### config.mk
export PLATFORM = sky130hd
export DESIGN_NAME = trace_reg_scan
export DESIGN_NICKNAME = d
export VERILOG_FILES = /design/src/rtl/trace_reg_scan.sv
export SDC_FILE = /design/constraint.sdc
export NUM_CORES = 1
export LEC_CHECK = 0
export BUFFER_PORTS_ARGS = -buffer_cell sky130_fd_sc_hd__buf_2
export CELL_PAD_IN_SITES_DETAIL_PLACEMENT = 1
export CELL_PAD_IN_SITES_GLOBAL_PLACEMENT = 2
export CORE_MARGIN = 3
export CORE_UTILIZATION = 40
export DETAILED_ROUTE_END_ITERATION = 12
export PLACE_DENSITY = 0.88
export SYNTH_ARGS = -nofsm -noshare
export SYNTH_HDL_FRONTEND = slang
export SYNTH_SLANG_ARGS = --single-unit
### constraint.sdc
create_clock -name clk -period 2.5 [get_ports clk]
set_input_delay 0.5 -clock clk [delete_from_list [all_inputs] [get_ports clk]]
set_output_delay 0.5 -clock clk [all_outputs]
set_load 0.03 [all_outputs]
### src/rtl/trace_reg_scan.sv
module trace_reg_scan #(
  parameter int IR_W      = 4,
  parameter int CHAIN_W   = 5,
  parameter int ADDR_W    = 7,
  parameter int DATA_W    = 32,
  parameter int NUM_REGS  = 9,
  parameter logic [IR_W-1:0] SEL_IR = 4'h2,
  parameter logic [IR_W-1:0] ACC_IR = 4'hC
) (
  input  logic              clk,
  input  logic              rst_n,
  input  logic [IR_W-1:0]   ir_code,
  input  logic              capture_dr,
  input  logic              shift_dr,
  input  logic              update_dr,
  input  logic              tdi,
  output logic              tdo,
  output logic              acc_valid,
  output logic              acc_write,
  output logic [ADDR_W-1:0] acc_addr,
  output logic [DATA_W-1:0] acc_wdata,
  input  logic [DATA_W-1:0] acc_rdata
);
  localparam int DR_W = DATA_W + ADDR_W + 1;

  logic [CHAIN_W-1:0] chain_q, sel_sr;
  logic [DR_W-1:0]    acc_sr;
  logic [DATA_W-1:0]  rd_hold;

  wire              sel_on   = (ir_code == SEL_IR);
  wire              acc_on   = (ir_code == ACC_IR) && (chain_q == '0);
  wire [ADDR_W-1:0] sr_addr  = acc_sr[DATA_W +: ADDR_W];
  wire              sr_write = acc_sr[DR_W-1];
  wire              addr_ok  = int'(sr_addr) < NUM_REGS;
  wire              do_upd   = acc_on && update_dr;

  assign tdo = sel_on ? sel_sr[0] : (acc_on ? acc_sr[0] : 1'b0);

  always_ff @(posedge clk or negedge rst_n) begin
    if (!rst_n) begin
      chain_q <= '1;
      sel_sr  <= '0;
    end else if (sel_on) begin
      if (capture_dr)    sel_sr  <= chain_q;
      else if (shift_dr) sel_sr  <= {tdi, sel_sr[CHAIN_W-1:1]};
      else if (update_dr) chain_q <= sel_sr;
    end
  end

  always_ff @(posedge clk or negedge rst_n) begin
    if (!rst_n)
      acc_sr <= '0;
    else if (acc_on) begin
      if (capture_dr)    acc_sr <= {1'b0, {ADDR_W{1'b0}}, rd_hold};
      else if (shift_dr) acc_sr <= {tdi, acc_sr[DR_W-1:1]};
    end
  end

  always_ff @(posedge clk or negedge rst_n) begin
    if (!rst_n) begin
      acc_valid <= 1'b0;
      acc_write <= 1'b0;
      acc_addr  <= '0;
      acc_wdata <= '0;
    end else begin
      acc_valid <= do_upd && addr_ok && !capture_dr && !shift_dr;
      if (do_upd) begin
        acc_write <= sr_write;
        acc_addr  <= sr_addr;
        acc_wdata <= acc_sr[DATA_W-1:0];
      end
    end
  end

  always_ff @(posedge clk or negedge rst_n) begin
    if (!rst_n)
      rd_hold <= '0;
    else if (acc_valid && !acc_write)
      rd_hold <= acc_rdata;
    else if (do_upd && !sr_write && !addr_ok)
      rd_hold <= '0;
  end
endmodule

# --- Word level (Yosys, flattened, before mapping) ---
# Index checks and enable logic that the tools add are counted.
op_classes:
  mux: 8
  bitwise: 2
  reduce_logical: 19
  order_cmp: 1
  n_eq_ne: 2
op_table:
  columns: ["cell", "count"]
  rows:
  - ["$mux W40", 2]
  - ["$mux W32", 2]
  - ["$mux W5", 2]
  - ["$logic_and A1 B1 Y1", 8]
  - ["$lt A7 B4 Y1 const B", 1]
  - ["$logic_not A1 Y1", 5]
  - ["$logic_not A5 Y1", 1]
  - ["$eq A4 B2 Y1 const B", 1]
  - ["$eq A4 B4 Y1 const B", 1]
  - ["$reduce_and A2 Y1", 2]
  - ["$reduce_and A4 Y1", 1]
  - ["$reduce_bool A2 Y1", 2]
  - ["$mux W1", 2]
  - ["$not A1 Y1", 2]
totals:
  inputBits: 42
  register_bits: 123

# --- Logic depth before layout (Yosys ltp) ---
# Gate-level depths: netlist of the first run.
logic_depth:
  depth_word: 7
  depth_mapped: 6
  mapped_depth_nobuf: 4

# --- Worst setup path before layout of the first run ---
# Ideal clock, no wire load.
synth_path:
  kind: "input port to output port"
  start: "input ir_code[0]"
  end: "output tdo"
  t_arrival_ns: 1.202
  stages: 3
  path_slack_ns: 0.798
  cell_sequence: "nor4b_1 nand2_1 nand2_1"
synth_via:
  elab_chain_cells: 4
  elab_cells_between_ends: 5
  classes_between: "eq/ne (2); mux (2); reduce/logical (1)"
synth_lines:
  columns: ["element", "line_no", "rtl"]
  rows:
  - ["from (decl)", "12", "input logic [IR_W-1:0] ir_code,"]
  - ["$eq A4 B4 Y1", "31", "wire acc_on = (ir_code == ACC_IR) && (chain_q == '0);"]
  - ["$logic_and A1 B1 Y1", "31", null]
  - ["$mux W1", "37", "assign tdo = sel_on ? sel_sr[0] : (acc_on ? acc_sr[0] : 1'b0);"]
  - ["$mux W1 *", "37", null]
  - ["to (decl)", "17", "output logic tdo,"]
# Every way passes the cells marked *; elsewhere a longest branch is shown, timed or not.

# --- Worst setup path after layout of the first run ---
layout_path:
  start: "register chain_q[4]"
  end: "register rd_hold[20]"
layout_via:
  elab_chain_cells: 6
layout_lines:
  columns: ["element", "line_no", "rtl"]
  rows:
  - ["from (decl)", "26", "logic [CHAIN_W-1:0] chain_q, sel_sr;"]
  - ["from (signal assigned)", "46", "else if (update_dr) chain_q <= sel_sr;"]
  - ["$logic_not A5 Y1", "31", null]
  - ["$logic_and A1 B1 Y1", "31", null]
  - ["$logic_and A1 B1 Y1", "35", "wire do_upd = acc_on && update_dr;"]
  - ["$logic_and A1 B1 Y1 (2 in a row)", "80", "else if (do_upd && !sr_write && !addr_ok)"]
  - ["$reduce_bool A2 Y1 (no line)", null, null]
  - ["to (signal assigned)", "79", "rd_hold <= acc_rdata;"]
  - ["to (decl)", "28", "logic [DATA_W-1:0] rd_hold;"]
# No other way between the ends.
# A chain may end at the register's enable or synchronous reset.

==> impl_metrics.json, run 1 <==
{
  "ys_seq_elements": 123,
  "synth_fa_ha_area_share_pct": 0,
  "antenna_found_initial": 0,
  "path_max_fanout": 32,
  "worstSetupPathType": "flop to flop",
  "die_y_microns": 118,
  "track_usage_pct": 18.1,
  "num_antenna_cells": 0,
  "synth_ff_type": "dfrtp_1",
  "routed_wirelength_microns": 11800,
  "worst_slack_ps": 344,
  "cts_tree": "done",
  "drtIter0Drc": 152,
  "gp_congestion": 0.774,
  "cts.path.max_buffers": 2,
  "start_kind": "flop",
  "grt_pass1_vias": 3773,
  "cts_root_buffer": "clkbuf_16",
  "syn2layout_area_growth_pct": 24.7,
  "preCtsSetupSlack_ps": 276,
  "fill_cells": 1286,
  "synthesis.instances": 382,
  "drtPass1Iterations": 4,
  "postRouteAntennaNets": 0,
  "cts_resized": 0,
  "tns_ps": 0,
  "maxCapViolCount": 0,
  "cts_buffers": 17,
  "fp.coreArea_sq_um": 12100,
  "status": "complete, no violations",
  "cp.required_ps": 2840,
  "post_cts_buffers": 0,
  "setup_violations": 0,
  "grt_pass1_wl_microns": 19800,
  "ys_types": 28,
  "max_freq_mhz": 464,
  "grt_max_degree": 81,
  "synthSimpleGateAreaFrac_pct": 7.03,
  "postSynthAreaPerCell_sq_um": 13.0,
  "syn_area_sq_um": 4980,
  "power_density_nw_per_um2": 867,
  "hold_path.class": "input port to async pin",
  "ys_async_sr_fraction_pct": 100,
  "postCtsHoldBufs": 0,
  "cts.clk_slew.worst_paths_ps": 50,
  "muxShareOfSynthArea_pct": 18.1,
  "syn-num-nets": 424,
  "viasPerCell": 5.21,
  "num_vias": 3369,
  "synth-edff-count": 0,
  "port_buffers": 83,
  "die_w_microns": 118,
  "min_period_ps": 2160,
  "fin_skew_ps": 8.35,
  "drive_gt1_share_pct": 36.7,
  "ys_warn_count": 0,
  "initial_core_util_pct": 41.2,
  "leakagePower_nw": 3.20,
  "drc": 0,
  "num_rows": 40,
  "worstRegToRegCells": 4,
  "synth_compound_area_share_pct": 10.6,
  "endpoint_kind": "flop",
  "routedWlPerCell_microns": 18.2,
  "cts-htree-levels": 4,
  "hpwlAfterDp_microns": 7370,
  "slew_viol_final": 0,
  "worstMarginPinSlew_ps": 951,
  "ios": 84,
  "cp.arrival_ps": 2490,
  "peakVddDrop_v": 0.000366,
  "synth_top_family_by_area": "multiplexers",
  "grt_overflow_total": 0,
  "dieArea_sq_um": 13800,
  "nets": 509,
  "ys_seq_area_share_pct": 61.9,
  "final.period_utilization_pct": 86.2,
  "cts_sinks": 123,
  "max-slew-margin-rel_pct": 36.5,
  "clk_latency_ps": 410,
  "rsz0062_at_grt": "no",
  "hold_viol_final": 0,
  "synth_xor_xnor_area_share_pct": 0
}
## placed cells by master (no fill, tap or decap), drive strengths merged
cell	instances
nor3	2
mux2	45
nand2	43
and4	1
dfrtp	118
dfstp	5
clkinvlp	1
nand2b	8
buf	91
nor2	8
nand3	3
and4bb	1
bufinv	2
clkinv	3
mux2i	36
o31ai	1
nand4b	1
nor4b	2
nand4	2
a31oi	1
a21oi	6
nor2b	2
o21ai	40
a22o	32
clkbuf	25
## synth_stat cells (3+ instances only)
cell,instances,share of area (%)
nand3_1,3,0.30
dfstp_2,5,2.6
a21oi_1,5,0.50
nand2_1,43,3.2
o21ai_0,40,4.0
buf_2,7,0.70
mux2_4,10,3.0
nand2b_1,8,1.0
mux2i_1,36,7.2
nor2_1,8,0.60
a22o_1,32,5.6
mux2_2,35,7.9
buf_1,3,0.23
clkbuf_1,13,0.98
dfrtp_1,118,59
## state kept, by name, summed over array words and instances (netlist names)
register,cells
rd_hold,32
sel_sr,5
acc_wdata,32
acc_write,1
acc_sr,40
acc_addr,7
chain_q,5
acc_valid,1
## power by group
group          internal, mW  switching [mW]
logic                 0.242           0.291
registers              2.22           0.165
clock network          1.64           0.834
total                  4.10            1.29
## critical path, stage by stage (launching register included)
cell	delay, ps
dfstp_2	530
and4bb_2	280
and4_1	250
a21oi_4	760
a22o_1	250
## per-stage QoR
stage / utilization (%) / hold slack, ps / cells / cell area [sq um] / power [mW]
3_5_place_dp: 46.3 / 483 / 616 / 5610 / 2.94
5_1_grt: 51.3 / 75.9 / 647 / 6220 / 5.63
3_3_place_gp: 46.3 / 481 / 616 / 5610 / 2.91
4_1_cts: 51.3 / 55.3 / 647 / 6220 / 5.45
2_1_floorplan: - / 204 / 382 / 4980 / 2.71
6_report: 51.3 / 51.4 / 647 / 6220 / 5.39
## final timing paths
| kind | from | to | slack, ps |
|---|---|---|---|
| worst max-delay path | chain_q[4] | rd_hold[20] | 340 |
| worst min register to register | acc_wdata[5] | acc_wdata[5] | 500 |
| max in group asynchronous | rst_n | acc_sr[34] | 1770 |
| min in group clk | acc_rdata[8] | rd_hold[8] | 310 |
| worst max register to register | chain_q[4] | rd_hold[20] | 340 |
| worst min-delay path | rst_n | sel_sr[0] | 50 |
## cells by family after synthesis
group                  count (synthesis)
buffers and inverters                 25
flip-flops                           123
multiplexers                          81
AO/OA/AOI/OAI                         80
AND/OR/NAND/NOR                       73
## layer usage
layer	part of all wire, %	global-route usage [%]
met1	45	23.4
met4	2.0	7.25
met5	0	0
met3	4.1	5.38
met2	49	28.8
## area by class of cell
| cell class | instances | area (sq um) | area share [%] |
|---|---|---|---|
| flip-flops and latches | 123 | 3080 | 49.6 |
| multi-input cells | 234 | 1800 | 28.9 |
| clock buffers | 25 | 526 | 8.45 |
| repair buffers | 91 | 515 | 8.29 |
| well taps | 168 | 210 | 3.38 |
| clock inverters | 6 | 82.6 | 1.33 |
No activity file was read; power rests on OpenSTA's default activity.
==> run 2: changes to the inputs <==
--- a/config.mk
+++ b/config.mk
@@ -9,9 +9,9 @@
 export CELL_PAD_IN_SITES_DETAIL_PLACEMENT = 1
 export CELL_PAD_IN_SITES_GLOBAL_PLACEMENT = 2
 export CORE_MARGIN = 3
-export CORE_UTILIZATION = 40
+export CORE_UTILIZATION = 38
 export DETAILED_ROUTE_END_ITERATION = 12
-export PLACE_DENSITY = 0.88
+export PLACE_DENSITY = 0.84
 export SYNTH_ARGS = -nofsm -noshare
 export SYNTH_HDL_FRONTEND = slang
 export SYNTH_SLANG_ARGS = --single-unit
==> constraint.sdc (replaced) <==
create_clock -name clk -period 2.16 [get_ports clk]
set_input_delay 0.432 -clock clk [delete_from_list [all_inputs] [get_ports clk]]
set_output_delay 0.432 -clock clk [all_outputs]
set_load 0.03 [all_outputs]
==> run 2 against run 1 <==
Clock skew grew 0.67 ps. Sequential cell count is the same. Non-clock buffer count grew 1. Total power grew 15%. Sequential share of layout area shrank 0.10 points. Wire length grew 2.1%. Final cell count grew 1.1%. Register-to-register slack lost 160 ps.
==> impl_metrics.json, run 2 (same netlist as run 1, synthesis figures left out) <==
{
  "min_period_ps": 2000,
  "comb_power_share_pct": 10.1,
  "cts.clk_slew.worst_paths_ps": 60,
  "worstSetupPathType": "flop to output pin",
  "crit_family": "flip-flops",
  "cp.required_ps": 1730,
  "clk_latency_ps": 410,
  "holdWs_ps": 241,
  "final_common_cell": "dfrtp_1",
  "path_cells": "and4bb_2 -> nand4_1 -> nand2_1 -> buf_2",
  "grt_max_degree": 81,
  "biggestRegsByFlops": "acc_sr x40, acc_wdata x32, rd_hold x32",
  "grt_pass1_wl_microns": 19100,
  "num_antenna_cells": 0,
  "hpwlAfterDp_microns": 7320,
  "post_cts_buffers": 0,
  "drive_gt1_share_pct": 36.9,
  "power_density_nw_per_um2": 992,
  "timing.rr.start": "chain_q[4]",
  "leakagePower_nw": 3.18,
  "rsz0062_at_grt": "no",
  "track_usage_pct": 16.9,
  "largest_reg_flops": 40,
  "crit_slowest_cell": "dfstp_2",
  "setup_violations": 0,
  "num_rows": 41,
  "hold_viol_final": 0,
  "num_vias": 3342,
  "slew_viol_final": 0,
  "min_from": "acc_rdata[10]",
  "drtIter0Drc": 188,
  "die_w_microns": 121,
  "cts_tree": "done",
  "status": "complete, no violations",
  "grt_pass1_vias": 3530,
  "final_cells": 654,
  "dieArea_sq_um": 14500,
  "initial_core_util_pct": 39.2,
  "placed_cell_area_sq_um": 5610,
  "path_max_fanout": 5,
  "cts.path.max_buffers": 2,
  "max-slew-margin-rel_pct": 50.1,
  "antenna_found_initial": 1,
  "mostFrequentLayoutCells": "dfrtp_1 (118), buf_2 (82), nand2_1 (43)",
  "ios": 84,
  "worstMarginPinSlew_ps": 749,
  "maxCapViolCount": 0,
  "cts_root_buffer": "clkbuf_16",
  "cts_buffers": 17,
  "p_sw_mw": 1.55,
  "syn2layout_area_growth_pct": 24.9,
  "tns_ps": 0,
  "min_to": "rd_hold[10]",
  "totalPowerFinal_mw": 6.18,
  "fin_skew_ps": 9.01,
  "cts-htree-levels": 4,
  "hold_path.class": "input port to flop",
  "whs_path_depth": 2,
  "top_register": "acc_sr",
  "nets": 511,
  "drc": 0,
  "postRouteAntennaNets": 0,
  "routed_wirelength_microns": 12000,
  "drtPass1Iterations": 4,
  "viasPerCell": 5.11,
  "worstRegToRegCells": 4,
  "worst-path-buf-inv": 1,
  "cellInternalPower_mw": 4.63,
  "netSwitchingFraction_pct": 25.1,
  "placed_cells": 620,
  "finish.instance_area_sq_um": 6230,
  "final.period_utilization_pct": 92.8,
  "start_kind": "flop",
  "endpoint_kind": "output pin",
  "cts_sinks": 123,
  "fp.coreArea_sq_um": 12700,
  "peakVddDrop_v": 0.000507,
  "p_clk_share_pct": 45.4,
  "routedWlPerCell_microns": 18.4,
  "max_freq_mhz": 499,
  "die_y_microns": 121,
  "seqPwrFrac_pct": 44.5,
  "ff2ff_setup_slack_ps": 180,
  "port_buffers": 83,
  "cp.arrival_ps": 1570,
  "slowest_delay_ps": 530,
  "gp_congestion": 0.755,
  "grt_overflow_total": 0,
  "r2r-end": "rd_hold[4]"
}
==> run 2: cell type report <==
| type | instances | area, sq um |
|---|---|---|
| Sequential cell | 123 | 3080 |
| Clock buffer | 21 | 470 |
| Fill cell | 1368 | 6490 |
| Timing Repair Buffer | 92 | 526 |
| Tap cell | 172 | 215 |
| Multi-Input combinational cell | 235 | 1810 |
| Clock inverter | 11 | 119 |
==> run 2: worst max-delay path by stage <==
| stage | start | end | slack [ps] | depth (start not counted) |
|---|---|---|---|---|
| floorplan | chain_q[4] | acc_addr[0] | 550 | 5 |
| global placement | ir_code[3] | rd_hold[20] | 80 | 5 |
| detailed placement | ir_code[3] | rd_hold[7] | 10 | 5 |
| CTS | chain_q[4] | rd_hold[4] | 9 | 4 |
| global route | chain_q[4] | rd_hold[26] | 70 | 4 |
| finish | chain_q[4] | tdo | 160 | 4 |
==> run 2: through the flow <==
step	util, %	setup slack (ps)
finish	49.0	156
global route	49.0	74.0
CTS	48.8	9.18
detailed placement	44.1	14.8
global placement	44.1	80.8
floorplan	-	548
==> run 2: worst register-to-register path, delay by kind of cell (launching register included) <==
family,cells,cell delay (ps)
AO/OA/AOI/OAI,2,790
AND/OR/NAND/NOR,2,590
flip-flops,1,530
==> run 2: repair_timing <==
item                                   4_1_cts  5_1_grt
hold buffers                                 1        0
setup endpoints to repair                    0       32
gates resized for setup                      0        1
endpoints found under the hold margin       22        0
==> run 2: power groups by stage <==
stage	Sequential (mW)	Combinational (mW)	Clock [mW]
after floorplan	2.80	0.338	0
after global placement	2.77	0.594	0
after detailed placement	2.79	0.621	0
after CTS	2.75	0.629	2.86
after global routing	2.79	0.693	2.99
final	2.75	0.621	2.81
==> run 2: per-layer routing <==
layer	wire length, microns	vias to the layer above	part of all wire [%]	global-route usage, %
met5	13	-	0.11	0
met4	126	2	1.0	5.95
met3	464	11	3.9	4.68
met2	5820	69	48	26.4
met1	5590	1725	47	22.8
li1	-	1535	-	-
==> run 3: changes to the inputs <==
--- a/config.mk
+++ b/config.mk
@@ -5,7 +5,7 @@
 export SDC_FILE = /design/constraint.sdc
 export NUM_CORES = 1
 export LEC_CHECK = 0
-export BUFFER_PORTS_ARGS = -buffer_cell sky130_fd_sc_hd__buf_2
+export BUFFER_PORTS_ARGS = -buffer_cell sky130_fd_sc_hd__clkbuf_2
 export CELL_PAD_IN_SITES_DETAIL_PLACEMENT = 1
 export CELL_PAD_IN_SITES_GLOBAL_PLACEMENT = 2
 export CORE_MARGIN = 3
==> run 3 against run 2 <==
Combinational power barely moved. Clock power barely moved. First-iteration DRC count fell by 30%. Clock skew rose by 5.3 ps. Sequential cell count did not move. Critical path type unchanged. Critical endpoint unchanged. Largest cell class unchanged.
==> impl_metrics.json, run 3 (same netlist as run 1, synthesis figures left out) <==
{
  "routed_wirelength_microns": 12100,
  "fin_skew_ps": 14.3,
  "final_common_cell": "dfrtp_1",
  "gp_congestion": 0.759,
  "postCtsHoldBufs": 0,
  "power_density_nw_per_um2": 992,
  "hold_viol_final": 0,
  "grt_pass1_vias": 3751,
  "multi_input_area_sq_um": 1810,
  "viasPerCell": 5.11,
  "cts_root_buffer": "clkbuf_16",
  "holdWs_ps": 46.9,
  "cellInternalPower_mw": 4.66,
  "drtIter0Drc": 132,
  "port_buffers": 83,
  "preCtsSetupSlack_ps": 12.6,
  "drc": 0,
  "num_rows": 41,
  "comb_power_share_pct": 10.1,
  "start_kind": "flop",
  "drtPass1Iterations": 4,
  "grt_overflow_total": 0,
  "drive_gt1_share_pct": 36.5,
  "p_clk_share_pct": 45.1,
  "postRouteAntennaNets": 0,
  "endpoint_kind": "output pin",
  "regArea_sq_um": 3080,
  "initial_core_util_pct": 39.2,
  "setup_violations": 0,
  "maxCapViolCount": 0,
  "leakagePower_nw": 3.15,
  "num_vias": 3340,
  "fill_cells": 1389,
  "clk_latency_ps": 410,
  "fp.coreArea_sq_um": 12700,
  "path_max_fanout": 5,
  "cts_buffers": 17,
  "max-slew-margin-rel_pct": 49.9,
  "slew_viol_final": 0,
  "min_period_ps": 2020,
  "mostFrequentLayoutCells": "dfrtp_1 (118), clkbuf_2 (82), nand2_1 (43)",
  "cp.required_ps": 1730,
  "cts-htree-levels": 4,
  "worstMarginPinSlew_ps": 751,
  "die_w_microns": 121,
  "status": "complete, no violations",
  "antenna_found_initial": 0,
  "cp.arrival_ps": 1590,
  "cts_sinks": 123,
  "die_y_microns": 121,
  "dieArea_sq_um": 14500,
  "largest_reg_flops": 40,
  "rsz0062_at_grt": "no",
  "max_freq_mhz": 495,
  "cts_tree": "done",
  "peakVddDrop_v": 0.000511,
  "hpwlAfterDp_microns": 7540,
  "worstSetupPathType": "flop to output pin",
  "hold_path.class": "input port to async pin",
  "num_antenna_cells": 0,
  "cts.clk_slew.worst_paths_ps": 50,
  "ios": 84,
  "netSwitchingFraction_pct": 24.4,
  "track_usage_pct": 17.6,
  "grt_pass1_wl_microns": 19900,
  "biggestRegsByFlops": "acc_sr x40, acc_wdata x32, rd_hold x32",
  "top_register": "acc_sr",
  "final.period_utilization_pct": 93.5,
  "nets": 511,
  "cts.path.max_buffers": 2,
  "worst_slack_ps": 141,
  "routedWlPerCell_microns": 18.6,
  "post_cts_buffers": 0,
  "syn2layout_area_growth_pct": 24.5,
  "p_sw_mw": 1.50,
  "grt_max_degree": 81,
  "seqPwrFrac_pct": 44.7
}
## run 3: cell count changes in the layout (fill, tap and decap cells not counted), sizes merged
cell,change
dlygate4sd3,-1
clkbuf,+86
clkinv,-1
buf,-81
clkinvlp,-3
## run 3: what timing repair did
item | CTS | global route
gates resized for setup | 0 | 1
cloned | 0 | 1
setup endpoints to repair | 2 | 32
## run 3: area by class of cell
type                            count  area share [%]
Sequential cell                   123            49.7
Multi-Input combinational cell    235            29.2
Timing Repair Buffer               92            8.22
Clock buffer                       25            7.98
Tap cell                          172            3.47
Clock inverter                      7            1.41
## run 3: layer usage
| layer | GRT usage [%] | wire length [microns] | vias up | part of all wire [%] |
|---|---|---|---|---|
| met2 | 28.7 | 6210 | 68 | 51 |
| li1 | - | - | 1539 | - |
| met5 | 0 | 0 | - | 0 |
| met1 | 22.4 | 5430 | 1724 | 45 |
| met4 | 7.08 | 128 | 0 | 1.1 |
| met3 | 4.63 | 376 | 9 | 3.1 |
## run 3: final timing paths
check | startpoint | to | slack (ps) | depth (start not counted)
worst min-delay path | rst_n | sel_sr[1] | 50 | 2
min in group clk | acc_rdata[29] | rd_hold[29] | 260 | 2
worst max-delay path | chain_q[4] | tdo | 140 | 4
worst max register to register | chain_q[4] | rd_hold[25] | 180 | 4
max in group asynchronous | rst_n | chain_q[4] | 1810 | 2
worst min register to register | rd_hold[31] | rd_hold[31] | 500 | 1
## run 3: per-stage QoR
step	power [mW]	TNS (ps)	instance area, sq um	util [%]	cells
2_1_floorplan	3.14	0	4980	-	382
3_3_place_gp	3.37	0	5610	44.1	621
3_5_place_dp	3.41	0	5610	44.1	621
4_1_cts	6.25	-12.7	6190	48.7	653
5_1_grt	6.45	0	6210	48.8	654
6_report	6.16	0	6210	48.8	654
## run 3: worst max-delay path: stages, from the launching register on
cell and delay (ps):
dfstp_2 540, and4bb_2 280, nand4_1 130, nand2_1 60
clkbuf_2 180
## run 3: power by group through the flow
stage	Combinational, mW	Sequential [mW]	Clock (mW)
2_1_floorplan	0.338	2.80	0
3_3_place_gp	0.592	2.77	0
3_5_place_dp	0.623	2.79	0
4_1_cts	0.634	2.76	2.85
5_1_grt	0.697	2.79	2.96
6_report	0.623	2.75	2.78
